$ cat src/rtl/fmt_pkg.sv
package fmt_pkg;
   // Source of the byte placed in one slot of the output sequence
   typedef enum logic [1:0] {
      SLOT_SRC  = 2'd0,   // header or payload byte from the cell buffer
      SLOT_UDB  = 2'd1,   // first user-defined byte (programmable)
      SLOT_ZERO = 2'd2    // second user-defined byte, constant zero
   } slot_kind_e;
endpackage

$ cat src/rtl/fmt_slot_decode.sv
module fmt_slot_decode
   import fmt_pkg::*;
#(
   parameter int HDR_BYTES = 4,
   parameter int PAY_BYTES = 48,
   parameter int SLOT_W    = 6
) (
   input  logic [SLOT_W-1:0] slot,
   input  logic              wide,
   input  logic              alt,
   output slot_kind_e        kind,
   output logic              last
);
   localparam logic [SLOT_W-1:0] UDB_IDX     = SLOT_W'(HDR_BYTES);
   localparam logic [SLOT_W-1:0] GAP_IDX     = SLOT_W'(HDR_BYTES + 1);
   localparam logic [SLOT_W-1:0] TAIL_IDX    = SLOT_W'(HDR_BYTES + PAY_BYTES + 1);
   localparam logic [SLOT_W-1:0] NARROW_LAST = SLOT_W'(HDR_BYTES + PAY_BYTES);
   localparam logic [SLOT_W-1:0] WIDE_LAST   = SLOT_W'(HDR_BYTES + PAY_BYTES + 1);

   always_comb begin
      kind = SLOT_SRC;
      if (slot == UDB_IDX) begin
         kind = SLOT_UDB;
      end else if (wide && !alt && (slot == GAP_IDX)) begin
         kind = SLOT_ZERO;
      end else if (wide && alt && (slot == TAIL_IDX)) begin
         kind = SLOT_ZERO;
      end
   end

   assign last = (slot == (wide ? WIDE_LAST : NARROW_LAST));
endmodule

$ cat src/rtl/fmt_config_latch.sv
module fmt_config_latch (
   input  logic clk,
   input  logic rst_n,
   input  logic at_start,
   input  logic wide_in,
   input  logic alt_in,
   output logic wide_eff,
   output logic alt_eff
);
   logic wide_q;
   logic alt_q;

   // Track live inputs while parked at a cell start; freeze once the cell runs
   always_ff @(posedge clk) begin
      if (!rst_n) begin
         wide_q <= 1'b0;
         alt_q  <= 1'b0;
      end else if (at_start) begin
         wide_q <= wide_in;
         alt_q  <= alt_in;
      end
   end

   assign wide_eff = at_start ? wide_in : wide_q;
   assign alt_eff  = at_start ? alt_in  : alt_q;
endmodule

$ cat src/rtl/fmt_word_packer.sv
module fmt_word_packer #(
   parameter int BYTE_W = 8
) (
   input  logic                clk,
   input  logic                rst_n,
   input  logic                wide,
   input  logic [BYTE_W-1:0]   byte_in,
   input  logic                load_hi,
   input  logic                load_word,
   input  logic                soc_in,
   input  logic                out_ready,
   output logic [2*BYTE_W-1:0] out_data,
   output logic                out_valid,
   output logic                out_soc,
   output logic                out_free
);
   localparam int LANES = 2;

   logic [BYTE_W-1:0]   hi_q;
   logic [2*BYTE_W-1:0] word_next;

   // Lane 0 always takes the current byte; upper lanes take the held byte in wide mode
   for (genvar ln = 0; ln < LANES; ln++) begin : g_lane
      if (ln == 0) begin : g_low
         assign word_next[BYTE_W-1:0] = byte_in;
      end else begin : g_high
         assign word_next[ln*BYTE_W +: BYTE_W] = wide ? hi_q : '0;
      end
   end

   always_ff @(posedge clk) begin
      if (!rst_n) begin
         hi_q      <= '0;
         out_data  <= '0;
         out_valid <= 1'b0;
         out_soc   <= 1'b0;
      end else begin
         if (load_hi) begin
            hi_q <= byte_in;
         end
         if (load_word) begin
            out_data  <= word_next;
            out_valid <= 1'b1;
            out_soc   <= soc_in;
         end else if (out_ready) begin
            out_valid <= 1'b0;
         end
      end
   end

   assign out_free = !out_valid || out_ready;
endmodule

$ cat src/rtl/atm_cell_out_fmt.sv
module atm_cell_out_fmt
   import fmt_pkg::*;
#(
   parameter int BYTE_W    = 8,
   parameter int HDR_BYTES = 4,
   parameter int PAY_BYTES = 48
) (
   input  logic                clk,
   input  logic                rst_n,
   input  logic                wide_mode,
   input  logic                alt_layout,
   input  logic [BYTE_W-1:0]   udb1_val,
   input  logic                src_valid,
   input  logic [BYTE_W-1:0]   src_byte,
   output logic                src_take,
   output logic [2*BYTE_W-1:0] out_data,
   output logic                out_soc,
   output logic                out_valid,
   input  logic                out_ready
);
   localparam int SLOTS  = HDR_BYTES + PAY_BYTES + 2;
   localparam int SLOT_W = $clog2(SLOTS);

   // Elaboration-time parameter checks
   if (BYTE_W < 1) begin : g_bad_byte_w
      $error("BYTE_W must be at least 1");
   end
   if (HDR_BYTES < 2) begin : g_bad_hdr
      $error("HDR_BYTES must be at least 2");
   end
   if (PAY_BYTES < 2) begin : g_bad_pay
      $error("PAY_BYTES must be at least 2");
   end
   if (((HDR_BYTES + PAY_BYTES) % 2) != 0) begin : g_bad_parity
      $error("HDR_BYTES + PAY_BYTES must be even for whole wide words");
   end

   logic [SLOT_W-1:0] slot_q;
   logic              at_start;
   logic              wide_eff;
   logic              alt_eff;
   slot_kind_e        kind;
   logic              slot_last;
   logic [BYTE_W-1:0] cur_byte;
   logic              byte_ok;
   logic              completes;
   logic              out_free;
   logic              adv;
   logic              first_word;

   assign at_start = (slot_q == '0);

   fmt_config_latch u_cfg (
      .clk      (clk),
      .rst_n    (rst_n),
      .at_start (at_start),
      .wide_in  (wide_mode),
      .alt_in   (alt_layout),
      .wide_eff (wide_eff),
      .alt_eff  (alt_eff)
   );

   fmt_slot_decode #(
      .HDR_BYTES (HDR_BYTES),
      .PAY_BYTES (PAY_BYTES),
      .SLOT_W    (SLOT_W)
   ) u_dec (
      .slot (slot_q),
      .wide (wide_eff),
      .alt  (alt_eff),
      .kind (kind),
      .last (slot_last)
   );

   always_comb begin
      unique case (kind)
         SLOT_UDB:  cur_byte = udb1_val;
         SLOT_ZERO: cur_byte = '0;
         default:   cur_byte = src_byte;
      endcase
   end

   // A slot advances when its byte exists and the output side is not stalled
   assign byte_ok    = (kind != SLOT_SRC) || src_valid;
   assign completes  = !wide_eff || slot_q[0];
   assign adv        = byte_ok && out_free;
   assign src_take   = adv && (kind == SLOT_SRC);
   assign first_word = wide_eff ? (slot_q == SLOT_W'(1)) : at_start;

   always_ff @(posedge clk) begin
      if (!rst_n) begin
         slot_q <= '0;
      end else if (adv) begin
         slot_q <= slot_last ? '0 : slot_q + 1'b1;
      end
   end

   fmt_word_packer #(
      .BYTE_W (BYTE_W)
   ) u_pack (
      .clk       (clk),
      .rst_n     (rst_n),
      .wide      (wide_eff),
      .byte_in   (cur_byte),
      .load_hi   (adv && !completes),
      .load_word (adv && completes),
      .soc_in    (first_word),
      .out_ready (out_ready),
      .out_data  (out_data),
      .out_valid (out_valid),
      .out_soc   (out_soc),
      .out_free  (out_free)
   );
endmodule

$ cat config.mk
export PLATFORM = sky130hd
export DESIGN_NAME = atm_cell_out_fmt
export DESIGN_NICKNAME = d
export VERILOG_FILES = /design/src/rtl/fmt_pkg.sv /design/src/rtl/fmt_slot_decode.sv /design/src/rtl/fmt_config_latch.sv /design/src/rtl/fmt_word_packer.sv /design/src/rtl/atm_cell_out_fmt.sv
export SDC_FILE = /design/constraint.sdc
export NUM_CORES = 1
export LEC_CHECK = 0
export ABC_AREA = 1
export BUFFER_PORTS_ARGS = -buffer_cell sky130_fd_sc_hd__buf_2
export CAP_MARGIN = 10
export CORE_ASPECT_RATIO = 0.6
export CORE_MARGIN = 2
export CORE_UTILIZATION = 50
export CTS_CLUSTER_DIAMETER = 120
export CTS_CLUSTER_SIZE = 10
export DETAILED_ROUTE_END_ITERATION = 8
export GPL_ROUTABILITY_DRIVEN = 0
export PLACE_DENSITY = 0.74
export SLEW_MARGIN = 20
export SYNTH_ARGS = -nofsm -noshare
export SYNTH_HDL_FRONTEND = slang
export SYNTH_SLANG_ARGS = --single-unit
$ cat constraint.sdc
create_clock -name clk -period 2.8 [get_ports clk]
set_input_delay 0 -clock clk [delete_from_list [all_inputs] [get_ports clk]]
set_output_delay 0 -clock clk [all_outputs]
set_load 0.005 [all_outputs]
==> results.yml <==
outcome:
  outcome: "complete, no violations"
critical_path:
  setup.worst_path.start_class: "register"
  startpoint: "slot_q[0]"
  path_max_fanout: 26
  cpPeakStageDelay_ns: 0.42
  required_ns: 2.98
  path_class: "register to register"
  regToRegStartpoint: "slot_q[0]"
  critical_path.cell_chain: "inv_1, ha_1, nand3_2, nand2_2, nand2_2, clkinv_1, ha_1, clkinv_1, nand3_4, nor2_1, nor2_1"
  worst-r2r-cell-count: 11
  crit_slowest_cell: "dfxtp_1"
  rr_endpoint: "u_pack.out_data[0]"
  rrSetupSlack_ns: 0.34
  endpoint_kind: "register"
  arrival_ns: 2.64
logic_synthesis:
  synthAdderAreaFrac_pct: 2.59
  synth_mux_area_share_pct: 0
  synth-simple-area-share_pct: 44.7
  syn_avg_cell_area_um2: 6.62
  synth_top_area_share_pct: 35.2
  yosys.area.top_type: "dfxtp_1"
  synth_nets: 318
  synth_cells: 292
  synth.ff_latch_count: 34
  synthTopCellsByArea: "dfxtp_1 35%, nand2_1 16%, inv_1 8.9%, nor2_1 8.5%, nand2_2 4.2%"
  synth_area_um2: 1930
  synth-xor-area-share_pct: 1.81
  synth_cell_types: 27
  synth_compound_area_share_pct: 2.07
  synth_top_family_by_area: "simple AND/OR/NAND/NOR gates"
  synth-seq-area-share_pct: 35.2
  yosys_warnings: 0
final_layout:
  num-fill-cells: 347
  syn2layout_area_growth_pct: 15.7
  drive_gt1_share_pct: 23.4
  fin_area_um2: 2240
  layout.nets: 358
  antenna-diode-count: 0
global_routing:
  grt_pass1_vias: 1530
  grt_overflow: 0
  grt_pass1_wl_um: 7020
  antenna_found_initial: 0
  track_usage_pct: 20.5
  grt_max_degree: 27
timing:
  finalMaxSlewViolations: 0
  hold_ws_ns: 0.0656
  period_needed_ns: 2.46
  setup_viol: 0
  hold_viol_final: 0
  max_freq_mhz: 406
  rsz0062_at_grt: "false"
  setup_tns_ns: 0
  final.setup_skew_ns: 0.00826
  finalCritPeriodShare_pct: 87.9
  slew-limit-headroom_pct: 70.4
  worstMarginPinSlew_ns: 0.444
die:
  core_um2: 3680
  dieArea_um2: 4390
  core.rowCount: 17
  ioPinCount: 41
  initial_utilization_pct: 52.5
  die-height_um: 52.2
  fp.dieW_um: 84.2
power:
  power_leakage_nw: 1.19
  finalPower_mw: 1.26
  ir_worst_vdd_v: 0.000330
  cellPowerDensity_nw_per_um2: 564
route:
  routed_wl_um: 4140
  wl_per_cell_um: 10.9
  drt-initial-drc-count: 105
  via_per_inst: 4.67
  vias: 1776
  drc: 0
  ant_nets: 0
  first_pass_iters: 4
clock_network:
  hold_buffers: 0
  root_buffer: "clkbuf_8"
  clkTransAtPathRegs_ns: 0.07
  cts_tree: "built"
  cts.sinks: 34
  htreeDepth: 2
  ctsResizeCount: 0
  cts_buffers: 5
  cts.path.max_buffers: 2
  cts_setup_buffers: 0
  clkLatencyLatePin_ns: 0.29
flow_run:
  drv_cap: 0
place:
  placed_cell_area_um2: 2140
  portBuffers: 40
  post-dp-hpwl_um: 3050
hold_path:
  holdPathEnd: "u_pack.out_data[1]"
  hold_class: "input pin to register"
  min_path_cells: 5
  hold_path.startpoint: "udb1_val[1]"
per-layer routing:
| metal | global-route usage, % | vias to the layer above | share of wire [%] |
|---|---|---|---|
| met3 | 4.92 | 5 | 7.4 |
| met1 | 30.2 | 757 | 53 |
| met2 | 29.8 | 57 | 38 |
| li1 | - | 957 | - |
| met4 | 5.65 | 0 | 0.87 |
| met5 | 0 | - | 0 |
sequential cells by signal, indices dropped and copies added, names as in the netlist:
name,flops
u_cfg.wide_q,1
u_pack.out_soc,1
u_pack.out_valid,1
u_pack.hi_q,8
slot_q,6
u_pack.out_data,16
u_cfg.alt_q,1
worst max-delay path: cells and delay by family (launching register included):
| kind | cells | cell delay [ns] |
|---|---|---|
| simple gates | 6 | 0.88 |
| fa+ha+maj | 2 | 0.56 |
| buf+inv | 3 | 0.49 |
| flops | 1 | 0.42 |
worst max path at each step:
stage	end	slack (ns)
2_1_floorplan	u_pack.out_data[0]	0.73
3_3_place_gp	u_pack.out_data[6]	0.50
3_5_place_dp	u_pack.out_data[3]	0.35
4_1_cts	u_pack.out_data[11]	0.34
5_1_grt	u_pack.out_data[11]	0.06
6_report	u_pack.out_data[0]	0.34
layout make-up:
cell class / count / area [um2] / area share [%]
flip-flops and latches: 34 / 681 / 30.4
clock inverters: 1 / 5.00 / 0.224
clock buffers: 7 / 86.3 / 3.86
repair buffers: 42 / 215 / 9.63
well taps: 47 / 58.8 / 2.63
multi-input cells: 196 / 988 / 44.2
inverters: 53 / 201 / 9.01
cells in the final DEF (no fill, tap or decap):
cell	n
nand2_1	80
inv_1	46
nor2_1	44
buf_2	40
dfxtp_1	34
nand3_1	14
nand2_2	13
nand4_1	13
a21oi_1	7
clkbuf_8	6
nor2_2	5
nand3_4	4
ha_1	4
clkinv_1	3
inv_2	3
xnor2_1	2
xor2_1	2
nand3b_1	2
buf_4	2
nand3_2	1
nor2_4	1
nor3_4	1
inv_4	1
and3_1	1
nor3_1	1
o21ai_0	1
clkinv_2	1
clkbuf_1	1
report_power, final:
| part | internal [mW] | switching, mW |
|---|---|---|
| sequential | 0.538 | 0.0283 |
| combinational | 0.123 | 0.201 |
| clock | 0.198 | 0.173 |
| total | 0.859 | 0.402 |
through the flow:
stage                     setup slack [ns]  std cells  utilization [%]
after global placement               0.501        372             58.3
final                                0.339        380             60.8
after global routing                0.0610        380             60.8
after CTS                            0.336        380             60.8
after detailed placement             0.347        372             58.3
after floorplan                      0.731        292                -
kinds of logic after synthesis:
kind of cell / after synthesis
AND/OR/NAND/NOR: 180
buffers and inverters: 62
flip-flops: 34
AO/OA/AOI/OAI: 8
XOR/XNOR: 4
adder cells (fa/ha/maj): 4
cell usage after synthesis (all sizes together):
library cell and number:
nand4 13, clkinv 3, o21ai 1, a21oi 7, nand3 19, buf 8, nor2 50, ha 4
nand2 93, clkbuf 1, dfxtp 34, xor2 2, nor3 2, inv 50, nand3b 2, xnor2 2
and3 1
Power figures use the tool's default switching activity.
